--- src/rtl/bcdcal_pkg.sv ---
package bcdcal_pkg;

    localparam int NFIELD  = 8;
    localparam int F_HS    = 0;
    localparam int F_SEC   = 1;
    localparam int F_MIN   = 2;
    localparam int F_HR    = 3;
    localparam int F_DOW   = 4;
    localparam int F_DATE  = 5;
    localparam int F_MON   = 6;
    localparam int F_YR    = 7;

    typedef enum logic [0:0] {
        PH_LONG  = 1'b0,
        PH_SHORT = 1'b1
    } phase_e;

    typedef logic [NFIELD-1:0][7:0] fields_t;

    // Increment a two-digit BCD value (no wrap handling beyond digits).
    function automatic logic [7:0] bcd_inc(input logic [7:0] v);
        logic [7:0] r;
        if (v[3:0] == 4'd9) r = {v[7:4] + 4'd1, 4'd0};
        else                r = {v[7:4], v[3:0] + 4'd1};
        return r;
    endfunction

    // BCD year divisible by four.
    function automatic logic is_leap(input logic [7:0] yr);
        logic ev;
        ev = ~yr[4];
        return (ev  && (yr[3:0] == 4'd0 || yr[3:0] == 4'd4 || yr[3:0] == 4'd8)) ||
               (!ev && (yr[3:0] == 4'd2 || yr[3:0] == 4'd6));
    endfunction

    function automatic logic [7:0] month_last(input logic [7:0] mo, input logic [7:0] yr);
        logic [7:0] r;
        case (mo)
            8'h02:                      r = is_leap(yr) ? 8'h29 : 8'h28;
            8'h04, 8'h06, 8'h09, 8'h11: r = 8'h30;
            default:                    r = 8'h31;
        endcase
        return r;
    endfunction

    // Returns {day_carry, next_hours_byte}.
    function automatic logic [8:0] hour_advance(input logic [7:0] h);
        logic [8:0] r;
        logic [7:0] inc;
        if (h[6]) begin
            inc = bcd_inc({3'b000, h[4:0]});
            if (h[4:0] == 5'h11)      r = {h[5], 1'b0, 1'b1, ~h[5], 5'h12};
            else if (h[4:0] == 5'h12) r = {1'b0, 1'b0, 1'b1, h[5], 5'h01};
            else                      r = {1'b0, 1'b0, 1'b1, h[5], inc[4:0]};
        end else begin
            inc = bcd_inc({2'b00, h[5:0]});
            if (h[5:0] == 6'h23)      r = {1'b1, 8'h00};
            else                      r = {1'b0, 2'b00, inc[5:0]};
        end
        return r;
    endfunction

endpackage

--- src/rtl/bcdcal_prescaler.sv ---
module bcdcal_prescaler
    import bcdcal_pkg::*;
#(
    parameter int LONG_DIV  = 41,
    parameter int SHORT_DIV = 40,
    parameter int LONG_RUNS = 24
) (
    input  logic clk,
    input  logic rst_n,
    input  logic tick_in,
    input  logic restart,
    output logic tick_out
);
    localparam int CNT_W = $clog2(LONG_DIV);
    localparam int RUN_W = $clog2(LONG_RUNS + 1);
    localparam logic [CNT_W-1:0] LONG_LIM  = CNT_W'(LONG_DIV - 1);
    localparam logic [CNT_W-1:0] SHORT_LIM = CNT_W'(SHORT_DIV - 1);
    localparam logic [RUN_W-1:0] RUN_LAST  = RUN_W'(LONG_RUNS - 1);

    phase_e           state_q, state_d;
    logic [CNT_W-1:0] cnt_q, cnt_d;
    logic [RUN_W-1:0] run_q, run_d;
    logic             term;

    always_comb begin
        state_d = state_q;
        cnt_d   = cnt_q;
        run_d   = run_q;
        term    = 1'b0;
        unique case (state_q)
            PH_LONG: begin
                if (tick_in) begin
                    if (cnt_q == LONG_LIM) begin
                        term  = 1'b1;
                        cnt_d = '0;
                        if (run_q == RUN_LAST) begin
                            run_d   = '0;
                            state_d = PH_SHORT;   // LONG_TO_SHORT
                        end else begin
                            run_d = run_q + 1'b1;
                        end
                    end else begin
                        cnt_d = cnt_q + 1'b1;
                    end
                end
            end
            PH_SHORT: begin
                if (tick_in) begin
                    if (cnt_q == SHORT_LIM) begin
                        term    = 1'b1;
                        cnt_d   = '0;
                        state_d = PH_LONG;        // SHORT_TO_LONG
                    end else begin
                        cnt_d = cnt_q + 1'b1;
                    end
                end
            end
        endcase
        if (restart) begin                        // RESTART
            state_d = PH_LONG;
            cnt_d   = '0;
            run_d   = '0;
            term    = 1'b0;
        end
    end

    always_ff @(posedge clk or negedge rst_n) begin
        if (!rst_n) begin
            state_q <= PH_LONG;
            cnt_q   <= '0;
            run_q   <= '0;
        end else begin
            state_q <= state_d;
            cnt_q   <= cnt_d;
            run_q   <= run_d;
        end
    end

    always_ff @(posedge clk or negedge rst_n) begin
        if (!rst_n) tick_out <= 1'b0;
        else        tick_out <= term;
    end

endmodule

--- src/rtl/bcdcal_counter.sv ---
module bcdcal_counter
    import bcdcal_pkg::*;
(
    input  logic              clk,
    input  logic              rst_n,
    input  logic              step,
    input  logic              wr_hit,
    input  logic [NFIELD-1:0] wr_be,
    input  fields_t           wr_fields,
    output fields_t           live,
    output logic              sec_pulse,
    output logic              midnight_pulse
);
    localparam logic [7:0] DOW_LAST = 8'h07;

    fields_t fld, nxt;
    logic    sec_c, day_c;

    always_comb begin
        nxt   = fld;
        sec_c = 1'b0;
        day_c = 1'b0;
        if (fld[F_HS] == 8'h99) begin
            nxt[F_HS] = 8'h00;
            sec_c     = 1'b1;
            if (fld[F_SEC] == 8'h59) begin
                nxt[F_SEC] = 8'h00;
                if (fld[F_MIN] == 8'h59) begin
                    nxt[F_MIN] = 8'h00;
                    {day_c, nxt[F_HR]} = hour_advance(fld[F_HR]);
                    if (day_c) begin
                        nxt[F_DOW] = (fld[F_DOW] == DOW_LAST) ? 8'h01 : bcd_inc(fld[F_DOW]);
                        if (fld[F_DATE] == month_last(fld[F_MON], fld[F_YR])) begin
                            nxt[F_DATE] = 8'h01;
                            if (fld[F_MON] == 8'h12) begin
                                nxt[F_MON] = 8'h01;
                                nxt[F_YR]  = (fld[F_YR] == 8'h99) ? 8'h00 : bcd_inc(fld[F_YR]);
                            end else begin
                                nxt[F_MON] = bcd_inc(fld[F_MON]);
                            end
                        end else begin
                            nxt[F_DATE] = bcd_inc(fld[F_DATE]);
                        end
                    end
                end else begin
                    nxt[F_MIN] = bcd_inc(fld[F_MIN]);
                end
            end else begin
                nxt[F_SEC] = bcd_inc(fld[F_SEC]);
            end
        end else begin
            nxt[F_HS] = bcd_inc(fld[F_HS]);
        end
    end

    always_ff @(posedge clk or negedge rst_n) begin
        if (!rst_n) begin
            fld            <= '0;
            fld[F_DOW]     <= 8'h01;
            fld[F_DATE]    <= 8'h01;
            fld[F_MON]     <= 8'h01;
            sec_pulse      <= 1'b0;
            midnight_pulse <= 1'b0;
        end else if (wr_hit) begin
            for (int i = 0; i < NFIELD; i++) begin
                if (wr_be[i]) fld[i] <= wr_fields[i];
            end
            sec_pulse      <= 1'b0;
            midnight_pulse <= 1'b0;
        end else if (step) begin
            fld            <= nxt;
            sec_pulse      <= sec_c;
            midnight_pulse <= day_c;
        end else begin
            sec_pulse      <= 1'b0;
            midnight_pulse <= 1'b0;
        end
    end

    assign live = fld;

endmodule

--- src/rtl/bcdcal_snapshot.sv ---
module bcdcal_snapshot
    import bcdcal_pkg::*;
(
    input  logic    clk,
    input  logic    rst_n,
    input  logic    capture,
    input  fields_t live,
    output fields_t held
);
    always_ff @(posedge clk or negedge rst_n) begin
        if (!rst_n) begin
            held         <= '0;
            held[F_DOW]  <= 8'h01;
            held[F_DATE] <= 8'h01;
            held[F_MON]  <= 8'h01;
        end else if (capture) begin
            held <= live;
        end
    end
endmodule

--- src/rtl/bcd_clock_cal.sv ---
module bcd_clock_cal
    import bcdcal_pkg::*;
#(
    parameter int LONG_DIV  = 41,
    parameter int SHORT_DIV = 40,
    parameter int LONG_RUNS = 24
) (
    input  logic        clk,
    input  logic        rst_n,
    input  logic        tick_4k,
    input  logic        wr_en,
    input  logic [7:0]  wr_be,
    input  logic [63:0] wr_data,
    input  logic        snap_req,
    output logic [63:0] snap_data,
    output logic        tick_100,
    output logic        sec_pulse,
    output logic        midnight_pulse
);
    logic    wr_hit;
    fields_t live, held;

    assign wr_hit = wr_en && (|wr_be);

    bcdcal_prescaler #(
        .LONG_DIV (LONG_DIV),
        .SHORT_DIV(SHORT_DIV),
        .LONG_RUNS(LONG_RUNS)
    ) u_presc (
        .clk     (clk),
        .rst_n   (rst_n),
        .tick_in (tick_4k),
        .restart (wr_hit),
        .tick_out(tick_100)
    );

    bcdcal_counter u_cnt (
        .clk           (clk),
        .rst_n         (rst_n),
        .step          (tick_100),
        .wr_hit        (wr_hit),
        .wr_be         (wr_be),
        .wr_fields     (fields_t'(wr_data)),
        .live          (live),
        .sec_pulse     (sec_pulse),
        .midnight_pulse(midnight_pulse)
    );

    bcdcal_snapshot u_snap (
        .clk    (clk),
        .rst_n  (rst_n),
        .capture(snap_req),
        .live   (live),
        .held   (held)
    );

    assign snap_data = 64'(held);

endmodule

--- config.mk ---
export PLATFORM = sky130hd
export DESIGN_NAME = bcd_clock_cal
export DESIGN_NICKNAME = d
export VERILOG_FILES = /design/src/rtl/bcdcal_pkg.sv /design/src/rtl/bcdcal_prescaler.sv /design/src/rtl/bcdcal_counter.sv /design/src/rtl/bcdcal_snapshot.sv /design/src/rtl/bcd_clock_cal.sv
export SDC_FILE = /design/constraint.sdc
export NUM_CORES = 1
export LEC_CHECK = 0
export ABC_AREA = 1
export BUFFER_PORTS_ARGS = -buffer_cell sky130_fd_sc_hd__buf_2
export CAP_MARGIN = 15
export CORE_ASPECT_RATIO = 1.75
export CORE_MARGIN = 2
export CORE_UTILIZATION = 56
export DETAILED_ROUTE_END_ITERATION = 7
export PLACE_DENSITY = 0.8
export SLEW_MARGIN = 10
export SYNTH_ARGS = -nofsm -noshare
export SYNTH_HDL_FRONTEND = slang
export SYNTH_SLANG_ARGS = --single-unit
--- constraint.sdc ---
create_clock -name clk -period 2.4 [get_ports clk]
set_input_delay 0.12 -clock clk [delete_from_list [all_inputs] [get_ports clk]]
set_output_delay 0.12 -clock clk [all_outputs]
set_load 0.005 [all_outputs]
# Word-level counts from Yosys, hierarchy flattened
# Index checks and enable logic that the tools add are counted.
# totals
ff_bits,143
latchBits,0
ram_bits,0
rom_bits,0
in_bits,77
output_inout_bits,67
wordCells,219
n_memories,0
# op_classes
add_sub_neg,19
n_mul,0
div,0
order_cmp,0
eq_ne,43
n_shift,0
muxes,77
bitwise,3
reduce_logical,46
# op_table
op,count
$mux W8,27
$mux W64,2
$add A4 B1 Y4 const B,15
$mux W56,1
$mux W9,6
$mux W48,1
$mux W40,1
$eq A4 B4 Y1 const B,9
$mux W6,6
$mux W5,7
$reduce_and A7 Y1,5
$mux W32,1
$eq A8 B3 Y1 const B,3
$reduce_bool A3 Y1,7
$mux W1,20
$eq A6 B6 Y1 const B,3
$reduce_bool A2 Y1,9
$eq A8 B5 Y1 const B,2
$eq A8 B7 Y1 const B,2
$eq A8 B8 Y1 const B,2
$mux W16,1
$ne A2 B2 Y1 const B,8
$pmux W8 S2,1
$reduce_and A8 Y1,2
other kinds (28),47

# Logic depth before layout (Yosys ltp)
# depth
depth_word,20
depth_mapped,15
ltp_nobuf,15

# Modules after synthesis
# Synthesis repeated with hierarchy kept, for this count alone.
# unflattened
hier_cells,1028
area_unflattened_um2,7920.1
# modules_own_cells
module,instances,cells_each,area_each_um2,seq_area_each_um2
bcdcal_counter,1,644,4613.2,1655.3
bcdcal_snapshot,1,270,2449.8,1605.3
bcdcal_prescaler,1,105,823.3,325.3
bcd_clock_cal,1,9,33.8,0.0

# Worst setup path after synthesis
# Ideal clock, no wire load.
# synth_path
kind,reg2reg
start,"reg u_cnt.fld, in the netlist u_cnt.live[52]"
end,"reg u_cnt.fld, in the netlist u_cnt.live[60]"
arrival_time_ns,1.692
setup_slack_ns,0.590
stages_incl_launch_ff,15
n_path_buf,1
synth_period_minus_slack_ns,1.810
path_cell_list,dfrtp_1 > inv_1 > ha_1 > inv_1 > nor2_2 > nand2_1 > nand2_1 > nand3_1 > nor2_1 > nand3_2 > nand2_2 > buf_6 > nand3_4 > nand2_1 > nand2_1
# synth_between
elab_chain_cells,10
word_cells_on_any_way,16
classes_between,7 x eq/ne; 5 x mux; 4 x reduce/logical
# synth_rtl
item,line_no,source
from (decl),bcdcal_counter.sv:16,"fields_t fld, nxt;"
"from (signal, indexed assignment)",bcdcal_counter.sv:66,if (wr_be[i]) fld[i] <= wr_fields[i];
from (signal assigned),bcdcal_counter.sv:71,fld <= nxt;
"$eq A8 B3 Y1, or another cell as far along",bcdcal_pkg.sv:38,case (mo)
$reduce_or A4 Y1,bcdcal_pkg.sv:38,
$pmux W8 S2,bcdcal_pkg.sv:38,
$mux W8,bcdcal_counter.sv:31,if (day_c) begin
$mux W8,bcdcal_counter.sv:28,if (fld[F_MIN] == 8'h59) begin
$mux W8,bcdcal_counter.sv:26,if (fld[F_SEC] == 8'h59) begin
$mux W8,bcdcal_counter.sv:23,if (fld[F_HS] == 8'h99) begin
$eq A8 B8 Y1,bcdcal_counter.sv:33,"if (fld[F_DATE] == month_last(fld[F_MON], fld[F_YR])) begin"
$reduce_bool A2 Y1 (no line),--,
$reduce_and A9 Y1 (no line) *,--,
# Every way passes the cells marked *; elsewhere a longest branch is shown, timed or not. The select of a mux whose other input is x is not followed.
# A chain may end at the register's enable or synchronous reset.

# Final worst setup path
# layout_path
start,"reg u_cnt.fld, in the netlist u_cnt.live[17]"
end,"reg u_cnt.fld, in the netlist u_cnt.live[57]"
# layout_between
elab_chain_cells,3
# layout_rtl
item,line_no
$eq A8 B7 Y1,bcdcal_counter.sv:28
$reduce_bool A2 Y1 (no line),--
$reduce_and A8 Y1 (no line),--
# No other way between the ends.

==> results.cfg <==
[clock_network]
cts_tree = done
postCtsSetupRepairBufs = 0
clock_latency_ns = 0.42
cts_buffer_depth = 2
htreeDepth = 4
clockRootBuffer = clkbuf_16
cts_buffers = 17
cts.sinks = 143
clkTransAtPathRegs_ns = 0.06

[cells_and_area]
register_area_sq_um = 3590
final_nets = 1227
fin_cells = 1314
area_growth_pct = 23.1
n_antenna_cell = 0
multiInputGateArea_sq_um = 3680
n_fill_cell = 1100
drive_above_1_share_pct = 21.6

[timing]
tightestPinTransition_ns = 0.764
period_needed_ns = 2.20
hold_viol = 0
max_slew_margin_pct = 49.1
slew_violations = 0
setup_tns_ns = 0
rsz0062_at_grt = false
setup_violations = 0
fmax_mhz = 454
finClkSkew_ns = 0.00793
fin_crit_sh_pct = 91.8
hold_ws_ns = 0.0101

[power]
seq_power_share_pct = 40.5
switching_share_pct = 29.6
switching_power_mw = 2.36
pwr-share-comb_pct = 20.6
p_int_mw = 5.62
pwr-share-clk_pct = 38.8
power_density_nw_per_um2 = 830
leakage_nw = 4.77
p_total_mw = 7.98
ir_drop_uv = 518

[status]
outcome = complete, no violations

[placement]
routabilityCongestion = 0.885
hpwl_um = 14100
numPortBuffers = 143
dp.cells = 1264

[logic_synthesis]
async_flop_share_pct = 100
postSynthCellCount = 966
synth-seq-cells = 143
netlist_area_sq_um = 7810
synth_flop_cell = dfrtp_1
synth_cell_types = 49
synth_fp_nets = 1069
synth-edff-count = 0
yosys_warnings = 0
yosysSeqAreaShare_pct = 45.9
syn_avg_cell_area_sq_um = 8.09

[global_routing]
grt_pass1_wl_um = 32400
grt-ovfl-total = 0
grt_max_degree = 80
grt_usage_pct = 27.3
grt_pass1_vias = 7003
grt_antenna_before_repair = 0

[setup_path]
worstPathMaxFanout = 10
end_kind = flip-flop
startpoint_type = flip-flop
critPathKind = flip-flop to flip-flop
critPathArrivalTime_ns = 2.51
required_ns = 2.71

[flow_run]
drv_cap = 0

[detailed_routing]
num_vias = 7236
detail-route-antenna-nets = 0
drt-total-wl_um = 19900
drtIter0Drc = 401
post_drt_wl_per_cell_um = 15.2
drc = 0
first_pass_iters = 5
viasPerCell = 5.51

[floorplan]
die_area_sq_um = 15000
die_w_um = 93.3
start_util_pct = 56.8
core-area_sq_um = 13800
rows = 57
io_pins = 144
dieHeight_um = 160

[hold_path]
min_path_type = input port to flip-flop
[power by group through the flow]
stage	Combinational [mW]	Sequential (mW)	Clock (mW)
after CTS	1.65	3.23	3.14
after floorplan	1.02	3.19	0
final	1.65	3.24	3.10
after detailed placement	1.60	3.26	0
after global routing	1.87	3.29	3.24
after global placement	1.57	3.25	0
[flip-flops by register name (all words and copies together), names as in the netlist]
| register | flops |
|---|---|
| u_presc.run_q | 5 |
| u_presc.tick_out | 1 |
| u_presc.state_q | 1 |
| u_cnt.midnight_pulse | 1 |
| u_cnt.live | 64 |
| u_cnt.sec_pulse | 1 |
| u_snap.held | 64 |
| u_presc.cnt_q | 6 |
[per-stage QoR]
stage / setup WS (ns) / utilization, % / area [sq um]
after global routing: 0.0124 / 69.9 / 9620
after CTS: 0.178 / 69.9 / 9620
after floorplan: 0.590 / - / 7820
after detailed placement: 0.210 / 63.5 / 8740
after global placement: 0.187 / 63.5 / 8740
final: 0.197 / 69.9 / 9620
[metal layers]
layer  share of wire (%)  global-route usage (%)  up-vias
met5                   0                       0        -
met4                 4.6                    14.9        0
met3                 4.6                    4.25       64
met2                  53                    48.0      240
met1                  38                    31.0     3434
li1                    -                       -     3498
[worst max-delay path, cell delays in order, from the launching register on]
cell and delay (ns):
dfrtp_1 0.41, inv_1 0.09, ha_1 0.18, nand3_2 0.17, nor2_4 0.17, inv_1 0.07, nand2_1 0.14, o21ai_1 0.13
nor2_1 0.13, nand2_1 0.17, nor2_8 0.21, nand2_2 0.10, nand2_1 0.07, nand2_1 0.05
[placed cells by master (no fill, tap or decap), types with 9 or more instances in the layout]
master and n:
nand3_1 60, o31ai_1 10, dfrtp_1 137, nor2_1 124
xor2_1 16, dlygate4sd3_1 18, o21ai_1 10, mux2_2 11
inv_2 9, ha_1 26, o21ai_0 59, nand2_1 192
clkbuf_16 17, inv_1 98, buf_2 141, nand4_1 19
a21oi_1 78
[final timing paths]
path / start / end / slack [ns] / cells after the start
hold reg to reg: u_snap.held[48]$_DFFE_PN1P_ / u_snap.held[48]$_DFFE_PN1P_ / 0.49 / 2
hold / removal: wr_data[46] / u_cnt.live[46]$_DFFE_PN0P_ / 0.01 / 5
setup / recovery: u_cnt.live[17]$_DFFE_PN0P_ / u_cnt.live[57]$_DFFE_PN0P_ / 0.20 / 13
setup reg to reg: u_cnt.live[17]$_DFFE_PN0P_ / u_cnt.live[57]$_DFFE_PN0P_ / 0.20 / 13
min in group asynchronous: rst_n / u_snap.held[38]$_DFFE_PN0P_ / 0.30 / 2
max in group asynchronous: rst_n / u_snap.held[48]$_DFFE_PN1P_ / 1.31 / 3
[cell usage after synthesis (7+ instances only)]
| library cell | n | share of area (%) |
|---|---|---|
| nor3_1 | 8 | 0.51 |
| buf_2 | 10 | 0.64 |
| nand2_1 | 192 | 9.2 |
| clkbuf_1 | 10 | 0.48 |
| o21ai_0 | 59 | 3.8 |
| nand4_1 | 19 | 1.5 |
| dfrtp_1 | 137 | 44 |
| a21oi_1 | 78 | 5.0 |
| a22oi_1 | 7 | 0.67 |
| nand2_2 | 8 | 0.64 |
| inv_1 | 98 | 4.7 |
| ha_1 | 26 | 4.2 |
| xor2_1 | 16 | 1.8 |
| a31oi_1 | 7 | 0.56 |
| nand3_1 | 60 | 3.8 |
| nor2_1 | 125 | 6.0 |
| o21ai_1 | 10 | 0.64 |
| o31ai_1 | 10 | 0.96 |
| mux2_2 | 11 | 1.6 |
| inv_2 | 9 | 0.43 |
[timing repair]
item                                    CTS  global route
resized for setup                         0             2
hold buffers                             18             0
hold endpoints to repair                 92             0
endpoints found under the setup margin    0            26
[cell type report]
class | instances | share of cell area [%]
flip-flops and latches | 143 | 37.3
repair buffers | 170 | 10.8
clock inverters | 9 | 2.09
well taps | 177 | 2.30
multi-input cells | 684 | 38.2
clock buffers | 23 | 5.17
inverters | 108 | 4.21
[cell families (layout without fill, tap and decap cells)]
kind of cell | after synthesis | in the layout | share of synthesized area (%)
AOI/OAI and AO/OA | 189 | 189 | 13.7
xor gates and xnor gates | 21 | 21 | 2.35
adders and majority gates | 26 | 26 | 4.16
buffers and inverters | 139 | 310 | 7.17
DFF | 143 | 143 | 45.9
muxes | 11 | 11 | 1.59
and+or+nand+nor | 437 | 437 | 25.2
Power figures use the tool's default switching activity.
